===== config.mk =====
export PLATFORM = sky130hd
export DESIGN_NAME = burst_seq_top
export DESIGN_NICKNAME = d
export VERILOG_FILES = /design/src/rtl/bsq_pkg.sv /design/src/rtl/bsq_cfg.sv /design/src/rtl/bsq_ctrl.sv /design/src/rtl/bsq_addr_gen.sv /design/src/rtl/burst_seq_top.sv
export SDC_FILE = /design/constraint.sdc
export NUM_CORES = 1
export LEC_CHECK = 0
export ABC_AREA = 1
export BUFFER_PORTS_ARGS = -buffer_cell sky130_fd_sc_hd__buf_2
export CORE_AREA = 3 3 78 80
export DETAILED_ROUTE_END_ITERATION = 10
export DIE_AREA = 0 0 81 83
export PLACE_DENSITY = 0.72
export SYNTH_ARGS = -nofsm -noshare
export SYNTH_HDL_FRONTEND = slang
export SYNTH_SLANG_ARGS = --single-unit

===== constraint.sdc =====
create_clock -name clk -period 3.5 [get_ports clk]
set_clock_uncertainty 0.2 [all_clocks]
set_input_delay 0.525 -clock clk [delete_from_list [all_inputs] [get_ports clk]]
set_output_delay 0.525 -clock clk [all_outputs]
set_load 0.02 [all_outputs]

===== src/rtl/bsq_pkg.sv =====
`timescale 1ns/1ps
package bsq_pkg;

    localparam int WAIT_W = 3;
    localparam int WRAP_W = 5;

    typedef enum logic [1:0] {
        BM_LINEAR = 2'b00,
        BM_WRAP8  = 2'b01,
        BM_WRAP16 = 2'b10,
        BM_WRAP32 = 2'b11
    } burst_mode_e;

    typedef enum logic [1:0] {
        ST_IDLE = 2'b00,
        ST_WAIT = 2'b01,
        ST_DATA = 2'b10
    } seq_state_e;

    typedef struct packed {
        burst_mode_e       mode;
        logic [WAIT_W-1:0] wait_cnt;
        logic              rdy_early;
    } burst_cfg_t;

    localparam burst_cfg_t CFG_RESET = '{mode: BM_LINEAR, wait_cnt: '1, rdy_early: 1'b0};

    // Low-order address bits that cycle inside a wrap group.
    function automatic logic [WRAP_W-1:0] wrap_mask(input burst_mode_e m);
        case (m)
            BM_WRAP8:  return 5'h07;
            BM_WRAP16: return 5'h0F;
            BM_WRAP32: return 5'h1F;
            default:   return 5'h00;
        endcase
    endfunction

endpackage


===== src/rtl/bsq_cfg.sv =====
`timescale 1ns/1ps
module bsq_cfg
    import bsq_pkg::*;
(
    input  logic       clk,
    input  logic       rst,
    input  logic       wr_en,
    input  logic       busy,
    input  burst_cfg_t cfg_in,
    output burst_cfg_t cfg_o
);
    burst_cfg_t cfg_q;

    always_ff @(posedge clk) begin
        if (rst)
            cfg_q <= CFG_RESET;
        else if (wr_en && !busy)
            cfg_q <= cfg_in;
    end

    assign cfg_o = cfg_q;
endmodule


===== src/rtl/bsq_ctrl.sv =====
`timescale 1ns/1ps
module bsq_ctrl
    import bsq_pkg::*;
(
    input  logic              clk,
    input  logic              rst,
    input  logic              ce,
    input  logic              strobe_n,
    input  logic [WAIT_W-1:0] wait_cfg,
    input  logic              rdy_early,
    output logic              start,
    output logic              advance,
    output logic              busy,
    output logic              data_vld,
    output logic              rdy
);
    seq_state_e        state_q;
    logic [WAIT_W-1:0] cnt_q;

    assign start = ce && !strobe_n;

    always_ff @(posedge clk) begin
        if (rst) begin
            state_q <= ST_IDLE;
            cnt_q   <= '0;
        end else if (!ce) begin
            state_q <= ST_IDLE;
        end else if (start) begin
            state_q <= ST_WAIT;
            cnt_q   <= wait_cfg;
        end else begin
            case (state_q)
                ST_WAIT: begin
                    if (cnt_q == '0)
                        state_q <= ST_DATA;
                    else
                        cnt_q <= cnt_q - 1'b1;
                end
                ST_DATA: state_q <= ST_DATA;
                ST_IDLE: state_q <= ST_IDLE;
                default: state_q <= ST_IDLE;
            endcase
        end
    end

    assign data_vld = (state_q == ST_DATA);
    assign advance  = data_vld;
    assign busy     = (state_q != ST_IDLE);
    assign rdy      = data_vld || (rdy_early && state_q == ST_WAIT && cnt_q == '0);
endmodule


===== src/rtl/bsq_addr_gen.sv =====
`timescale 1ns/1ps
module bsq_addr_gen
    import bsq_pkg::*;
#(
    parameter int ADDR_W = 22
) (
    input  logic              clk,
    input  logic              rst,
    input  logic              load,
    input  logic [ADDR_W-1:0] load_addr,
    input  logic              advance,
    input  burst_mode_e       mode,
    output logic [ADDR_W-1:0] addr_o
);
    logic [ADDR_W-1:0] addr_q;
    logic [ADDR_W-1:0] incr;
    logic [ADDR_W-1:0] mask;
    logic [ADDR_W-1:0] nxt;

    always_comb begin
        incr = addr_q + 1'b1;
        mask = ADDR_W'(wrap_mask(mode));
        if (mode == BM_LINEAR)
            nxt = incr;
        else
            nxt = (addr_q & ~mask) | (incr & mask);
    end

    always_ff @(posedge clk) begin
        if (rst)
            addr_q <= '0;
        else if (load)
            addr_q <= load_addr;
        else if (advance)
            addr_q <= nxt;
    end

    assign addr_o = addr_q;
endmodule


===== src/rtl/burst_seq_top.sv =====
`timescale 1ns/1ps
module burst_seq_top
    import bsq_pkg::*;
#(
    parameter int ADDR_W = 22,
    parameter int DATA_W = 16
) (
    input  logic              clk,
    input  logic              rst,
    input  logic              cfg_wr,
    input  logic [1:0]        cfg_mode,
    input  logic [2:0]        cfg_wait,
    input  logic              cfg_rdy_early,
    input  logic              ce,
    input  logic              addr_valid_n,
    input  logic [ADDR_W-1:0] start_addr,
    input  logic [DATA_W-1:0] mem_q,
    output logic [ADDR_W-1:0] word_addr,
    output logic [DATA_W-1:0] data_out,
    output logic              data_vld,
    output logic              rdy
);
    burst_cfg_t cfg_in;
    burst_cfg_t cfg_q;
    logic       busy;
    logic       start;
    logic       advance;

    assign cfg_in = '{mode: burst_mode_e'(cfg_mode), wait_cnt: cfg_wait, rdy_early: cfg_rdy_early};

    bsq_cfg u_cfg (
        .clk    (clk),
        .rst    (rst),
        .wr_en  (cfg_wr),
        .busy   (busy),
        .cfg_in (cfg_in),
        .cfg_o  (cfg_q)
    );

    bsq_ctrl u_ctrl (
        .clk       (clk),
        .rst       (rst),
        .ce        (ce),
        .strobe_n  (addr_valid_n),
        .wait_cfg  (cfg_q.wait_cnt),
        .rdy_early (cfg_q.rdy_early),
        .start     (start),
        .advance   (advance),
        .busy      (busy),
        .data_vld  (data_vld),
        .rdy       (rdy)
    );

    bsq_addr_gen #(.ADDR_W(ADDR_W)) u_addr (
        .clk       (clk),
        .rst       (rst),
        .load      (start),
        .load_addr (start_addr),
        .advance   (advance),
        .mode      (cfg_q.mode),
        .addr_o    (word_addr)
    );

    assign data_out = data_vld ? mem_q : '0;
endmodule


# After elaboration in Yosys (flattened, before gate mapping)
# Index checks and enable logic that the tools add are counted.
dict set report word_totals {
  register_bits 33
  latch_bits 0
  ram_bits 0
  mem_bits_ro 0
  in_bits 49
  elab_cells 48
  n_memories 0
}
dict set report op_classes {
  n_addsub 2
  n_mul 0
  div_mod_pow 0
  n_lt_le_gt_ge 0
  eq_ne 8
  shifts 0
  n_mux 11
  bitwise_logic 5
  reduce_logical 15
}
# cell n
set op_table {}
lappend op_table {{22-bit two-way mux} 3}
lappend op_table {{22-bit by 1-bit adder with 22-bit output (second input constant)} 1}
lappend op_table {{22-bit bitwise AND} 1}
lappend op_table {{22-bit by 5-bit bitwise AND with 22-bit output} 1}
lappend op_table {{5-bit inverter with 22-bit output} 1}
lappend op_table {{22-bit OR} 1}
lappend op_table {{16-bit two-way mux} 1}
lappend op_table {{5-bit one-hot mux with 3 select lines} 1}
lappend op_table {{3-bit two-way mux} 3}
lappend op_table {{2-bit equality test (second input constant)} 3}
lappend op_table {{2-bit nonzero test} 3}
lappend op_table {{2-bit by 1-bit equality test with 1-bit output (second input constant)} 2}
lappend op_table {{1-bit logical AND} 4}
lappend op_table {{2-bit != test (second input constant)} 2}
lappend op_table {{2-bit one-hot mux with 2 select lines} 1}
lappend op_table {{3-bit logical NOT} 1}
lappend op_table {{3-bit != test (second input constant)} 1}
lappend op_table {{3-bit AND reduction} 1}
lappend op_table {{3-bit OR reduction} 1}
lappend op_table {{3-bit by 1-bit subtractor with 3-bit output (second input constant)} 1}
lappend op_table {{1-bit logical NOT} 2}
lappend op_table {{2-bit logical NOT} 1}
lappend op_table {{2-bit two-way mux} 1}
lappend op_table {{2-bit OR reduction} 1}
lappend op_table {{3 further kinds} 3}

# Logic depth before layout (Yosys ltp)
dict set report logic_depth {
  word_depth 8
  depth_mapped 10
}

# By module
# A second synthesis with hierarchy kept.
dict set report unflattened {
  cells_unflattened 374
  hier_area_um2 2289.7
}
# mod instances cells_each area_per_inst_um2
set modules_own_cells {}
lappend modules_own_cells {bsq_addr_gen 1 246 1505.2}
lappend modules_own_cells {bsq_ctrl 1 58 366.6}
lappend modules_own_cells {bsq_cfg 1 36 254.0}
lappend modules_own_cells {burst_seq_top 1 34 163.9}

# Worst setup path after synthesis
# Ideal clock, no wire load.
dict set report synth_path {
  kind {reg2out}
  startpoint {register u_ctrl.state_q[0]}
  endpoint {output port data_out[10]}
  arrival_ns 1.478
  t_required_ns 2.775
  path_slack_ns 1.297
  path_stages_with_launch 7
  n_path_buf 2
  path_cell_list {dfxtp_1 inv_1 ha_1 clkbuf_1 buf_1 nand2_1 inv_1}
}
dict set report synth_via {
  elab_chain_len 2
}
# element line
set synth_rtl {}
lappend synth_rtl {{start: declaration} bsq_ctrl.sv:17} ;# seq_state_e state_q;
lappend synth_rtl {{start signal: assignment} bsq_ctrl.sv:24} ;# state_q <= ST_IDLE;
lappend synth_rtl {{start signal: assignment} bsq_ctrl.sv:27} ;# state_q <= ST_IDLE;
lappend synth_rtl {{start signal: assignment} bsq_ctrl.sv:29} ;# state_q <= ST_WAIT;
lappend synth_rtl {{2-bit equality test} bsq_ctrl.sv:46} ;# assign data_vld = (state_q == ST_DATA);
lappend synth_rtl {{via data_vld} burst_seq_top.sv:20} ;# output logic data_vld,
lappend synth_rtl {{16-bit two-way mux} burst_seq_top.sv:64} ;# assign data_out = data_vld ? mem_q : '0;
lappend synth_rtl {{end: declaration} burst_seq_top.sv:19} ;# output logic [DATA_W-1:0] data_out,
# The timed path passes the listed nets, and every way through them passes these cells.

# Worst setup path after layout
dict set report layout_path {
  startpoint {register u_ctrl.state_q[0]}
  endpoint {output port rdy}
}
dict set report layout_via {
  elab_chain_len 4
}
# element line
set layout_rtl {}
lappend layout_rtl {{2-bit by 1-bit equality test with 1-bit output} bsq_ctrl.sv:49} ;# assign rdy = data_vld || (rdy_early && state_q == ST_WAIT && cnt_q == '0);
lappend layout_rtl {{1-bit logical AND (2 in series)} bsq_ctrl.sv:49}
lappend layout_rtl {{1-bit logical OR (*)} bsq_ctrl.sv:49}
lappend layout_rtl {{end: declaration} burst_seq_top.sv:21} ;# output logic rdy
# Every way passes the cells marked *; elsewhere a longest branch is shown, timed or not.

==> impl_metrics.py <==
metrics = {
    "setup_path": {
        "path_class": "register to primary output",
        "endpoint_kind": "primary output",
        "critPathMaxFanout": 22,
        "arrival_ps": 1590,
        "crit_buf_inv": 4,
        "critPathMaxStageDelay_ps": 360,
        "crit_slowest_cell": "dfxtp_1",
        "crit_path_start_kind": "register",
        "required_ps": 2770,
        "worstRegToRegCells": 9,
        "crit_top_cell": "inv_1",
        "critical_path_depth": 6,
        "crit_chain": "inv_1, ha_1, buf_4, inv_1, o21ai_0, buf_2",
        "crit_family": "buffers and inverters",
    },
    "yosys": {
        "syn_area_um2": 2240,
        "yosysUniqueCellTypes": 31,
        "ys_seq_area_share_pct": 29.50,
        "synth_top_area_cell": "dfxtp_1",
        "ys_warn_count": 0,
        "synthCells": 368,
        "ys.flop_type": "dfxtp_1",
        "synth.most_common_cell": "nand2_1",
        "synth_area_leaders": "dfxtp_1 29%, nand2_1 17%, inv_1 8.9%, a21oi_1 7.6%, nand3_1 7.6%",
        "synth_edf_count": 0,
        "ys_seq_elements": 33,
        "synth_commonest_cells": "104 x nand2_1, 53 x inv_1, 34 x a21oi_1, 34 x nand3_1, 33 x dfxtp_1",
        "async_flop_share_pct": 0,
        "yosys.area.top_type_share_pct": 29.50,
        "syn-num-nets": 423,
        "synth_area_per_cell_um2": 6.086,
    },
    "sta": {
        "fin_tns_setup_ps": 0,
        "max-slew-margin-rel_pct": 58.75,
        "worst_pin_slew_ps": 618.0,
        "rsz0062_at_grt": "no",
        "final_max_slew_viol_count": 0,
        "timing.final.crit_period_ps": 2320,
        "setup_viol": 0,
        "final_hold_viol_count": 0,
        "post-route-period-util_pct": 66.28,
        "fmax_mhz": 431.0,
    },
    "min_path": {
        "hold_path.class": "input pin to register",
        "holdPathStages": 2,
    },
    "clock_tree": {
        "cts_buffer_depth": 2,
        "cts_root_buf": "clkbuf_8",
        "cts_tree": "done",
        "cts_made_buffers": 5,
        "clk_pin_slew_ps": 80,
        "cts_setup_buffers": 0,
        "insertion_delay_ps": 290,
        "ctsResizeCount": 0,
        "cts-htree-levels": 2,
        "cts_hold_buf": 0,
        "cts_sinks": 33,
    },
    "route": {
        "vias": 2551,
        "drc": 0,
        "detail-route-antenna-nets": 0,
        "avgRoutedWirePerCell_um": 11.83,
        "drt_wl_total_mm": 6.237,
        "dr.pass1.iters": 4,
        "vias_per_cell": 4.841,
        "first_iter_violations": 175,
    },
    "floorplan": {
        "num_rows": 27,
        "fp.dieH_um": 83,
        "core_um2": 5473,
        "dieArea_um2": 6723,
        "start_util_pct": 40.92,
        "chipWidth_um": 81,
        "io_pins": 89,
    },
    "layout": {
        "area_growth_pct": 26.98,
        "fin_nets": 509,
        "fin_cells": 527,
        "drive_above_1_share_pct": 26.59,
        "antenna_cells": 0,
    },
    "pwr": {
        "cellPowerDensity_nw_per_um2": 342.5,
        "p_total_w": 0.0009739,
        "total_leakage_power_nw": 1.508,
        "vdd_drop_max_uv": 146.1,
    },
    "place": {
        "dpl.cell_count": 519,
        "gp_congestion": 0.8555,
        "hpwl_mm": 4.782,
        "io_buffers": 88,
    },
    "global_routing": {
        "overflow": 0,
        "grt_pass1_wl_mm": 10.60,
        "grt_pass1_vias": 2366,
        "grt_max_degree": 29,
        "grt_antenna_before_repair": 0,
        "grt_use_total_pct": 19.44,
    },
    "flow_run": {
        "cap_violations": 0,
    },
    "status": {
        "outcome": "finished, final reports clean",
    },
}
-- cell usage in the layout, fill, tap and decap left out, drive strengths merged --
| cell | count |
|---|---|
| nand2 | 111 |
| buf | 90 |
| inv | 58 |
| nand3 | 35 |
| a21oi | 35 |
| nor2 | 35 |
| dfxtp | 33 |
| o21ai | 29 |
| ha | 6 |
| clkbuf | 5 |
| o211ai | 3 |
| a31oi | 2 |
| nor3 | 2 |
| o21bai | 2 |
| or2 | 1 |
| o31ai | 1 |
| xor2 | 1 |
| a22oi | 1 |
| a211oi | 1 |
| a2111oi | 1 |
| bufinv | 1 |
| clkinv | 1 |
| clkinvlp | 1 |
-- state kept, by name, indices dropped and copies added, names as in the netlist, named ones only --
register        cells
u_ctrl.cnt_q        3
u_cfg.cfg_o         6
u_addr.addr_o      20
u_ctrl.state_q      2
-- path summary, 6_finish.rpt --
path                                         from                 to  slack [ps]
worst max register to register  u_ctrl.state_q[0]  u_addr.addr_o[14]        1220
worst max-delay path            u_ctrl.state_q[0]                rdy        1180
worst min register to register     u_cfg.cfg_o[3]     u_cfg.cfg_o[3]         280
worst min-delay path                 addr_valid_n  u_ctrl.state_q[0]         220
-- power by group --
part | total [W] | switching, W | leakage (nW) | internal [W]
Sequential | 0.000424 | 0.0000254 | 0.271 | 0.000399
Clock | 0.000371 | 0.000157 | 0.0543 | 0.000213
Combinational | 0.000179 | 0.000112 | 1.18 | 0.0000670
Total | 0.000974 | 0.000295 | 1.51 | 0.000679
-- worst reg2reg max path: cells and delay by family, from the launching register on --
| kind | cells | cell delay (ps) |
|---|---|---|
| simple gates | 1 | 70 |
| flops | 1 | 330 |
| compound gates | 2 | 720 |
| buf+inv | 5 | 770 |
| fa+ha+maj | 1 | 150 |
-- per-stage QoR --
stage               setup slack (ps)  hold slack [ps]  cell area [um^2]  utilization (%)
finish                          1180            217.4              2844            51.97
global route                    1007            230.7              2844            51.97
CTS                             1186            210.5              2844            51.97
detailed placement              1272            266.4              2729            49.86
global placement                1391            256.9              2729            49.86
floorplan                       1297            236.7              2240                -
-- area by class of cell --
type	count	area [um^2]
Fill cell	593	2629
Sequential cell	33	660.6
Tap cell	72	90.09
Clock inverter	3	46.29
Multi-Input combinational cell	266	1305
Clock buffer	5	68.82
Timing Repair Buffer	90	455.4
Inverter	58	217.7
-- cell families (layout without fill, tap and decap cells) --
group           count (synthesis)  count (layout)  synth area share, %
fa+ha+maj                       6               6                3.352
flops                          33              33                29.50
xor+xnor                        1               1               0.3911
simple gates                  184             184                36.26
compound gates                 75              75                18.27
buf+inv                        69             156                12.23
-- per-layer routing --
layer	wire length (um)	share of wire, %	vias to the layer above	track usage [%]
met1	2813	45	1136	24.55
li1	-	-	1344	-
met5	0	0	-	0
met4	75	1.2	0	6.452
met3	338	5.4	8	3.796
met2	3008	48	63	32.56
No activity file was read; power rests on OpenSTA's default activity.
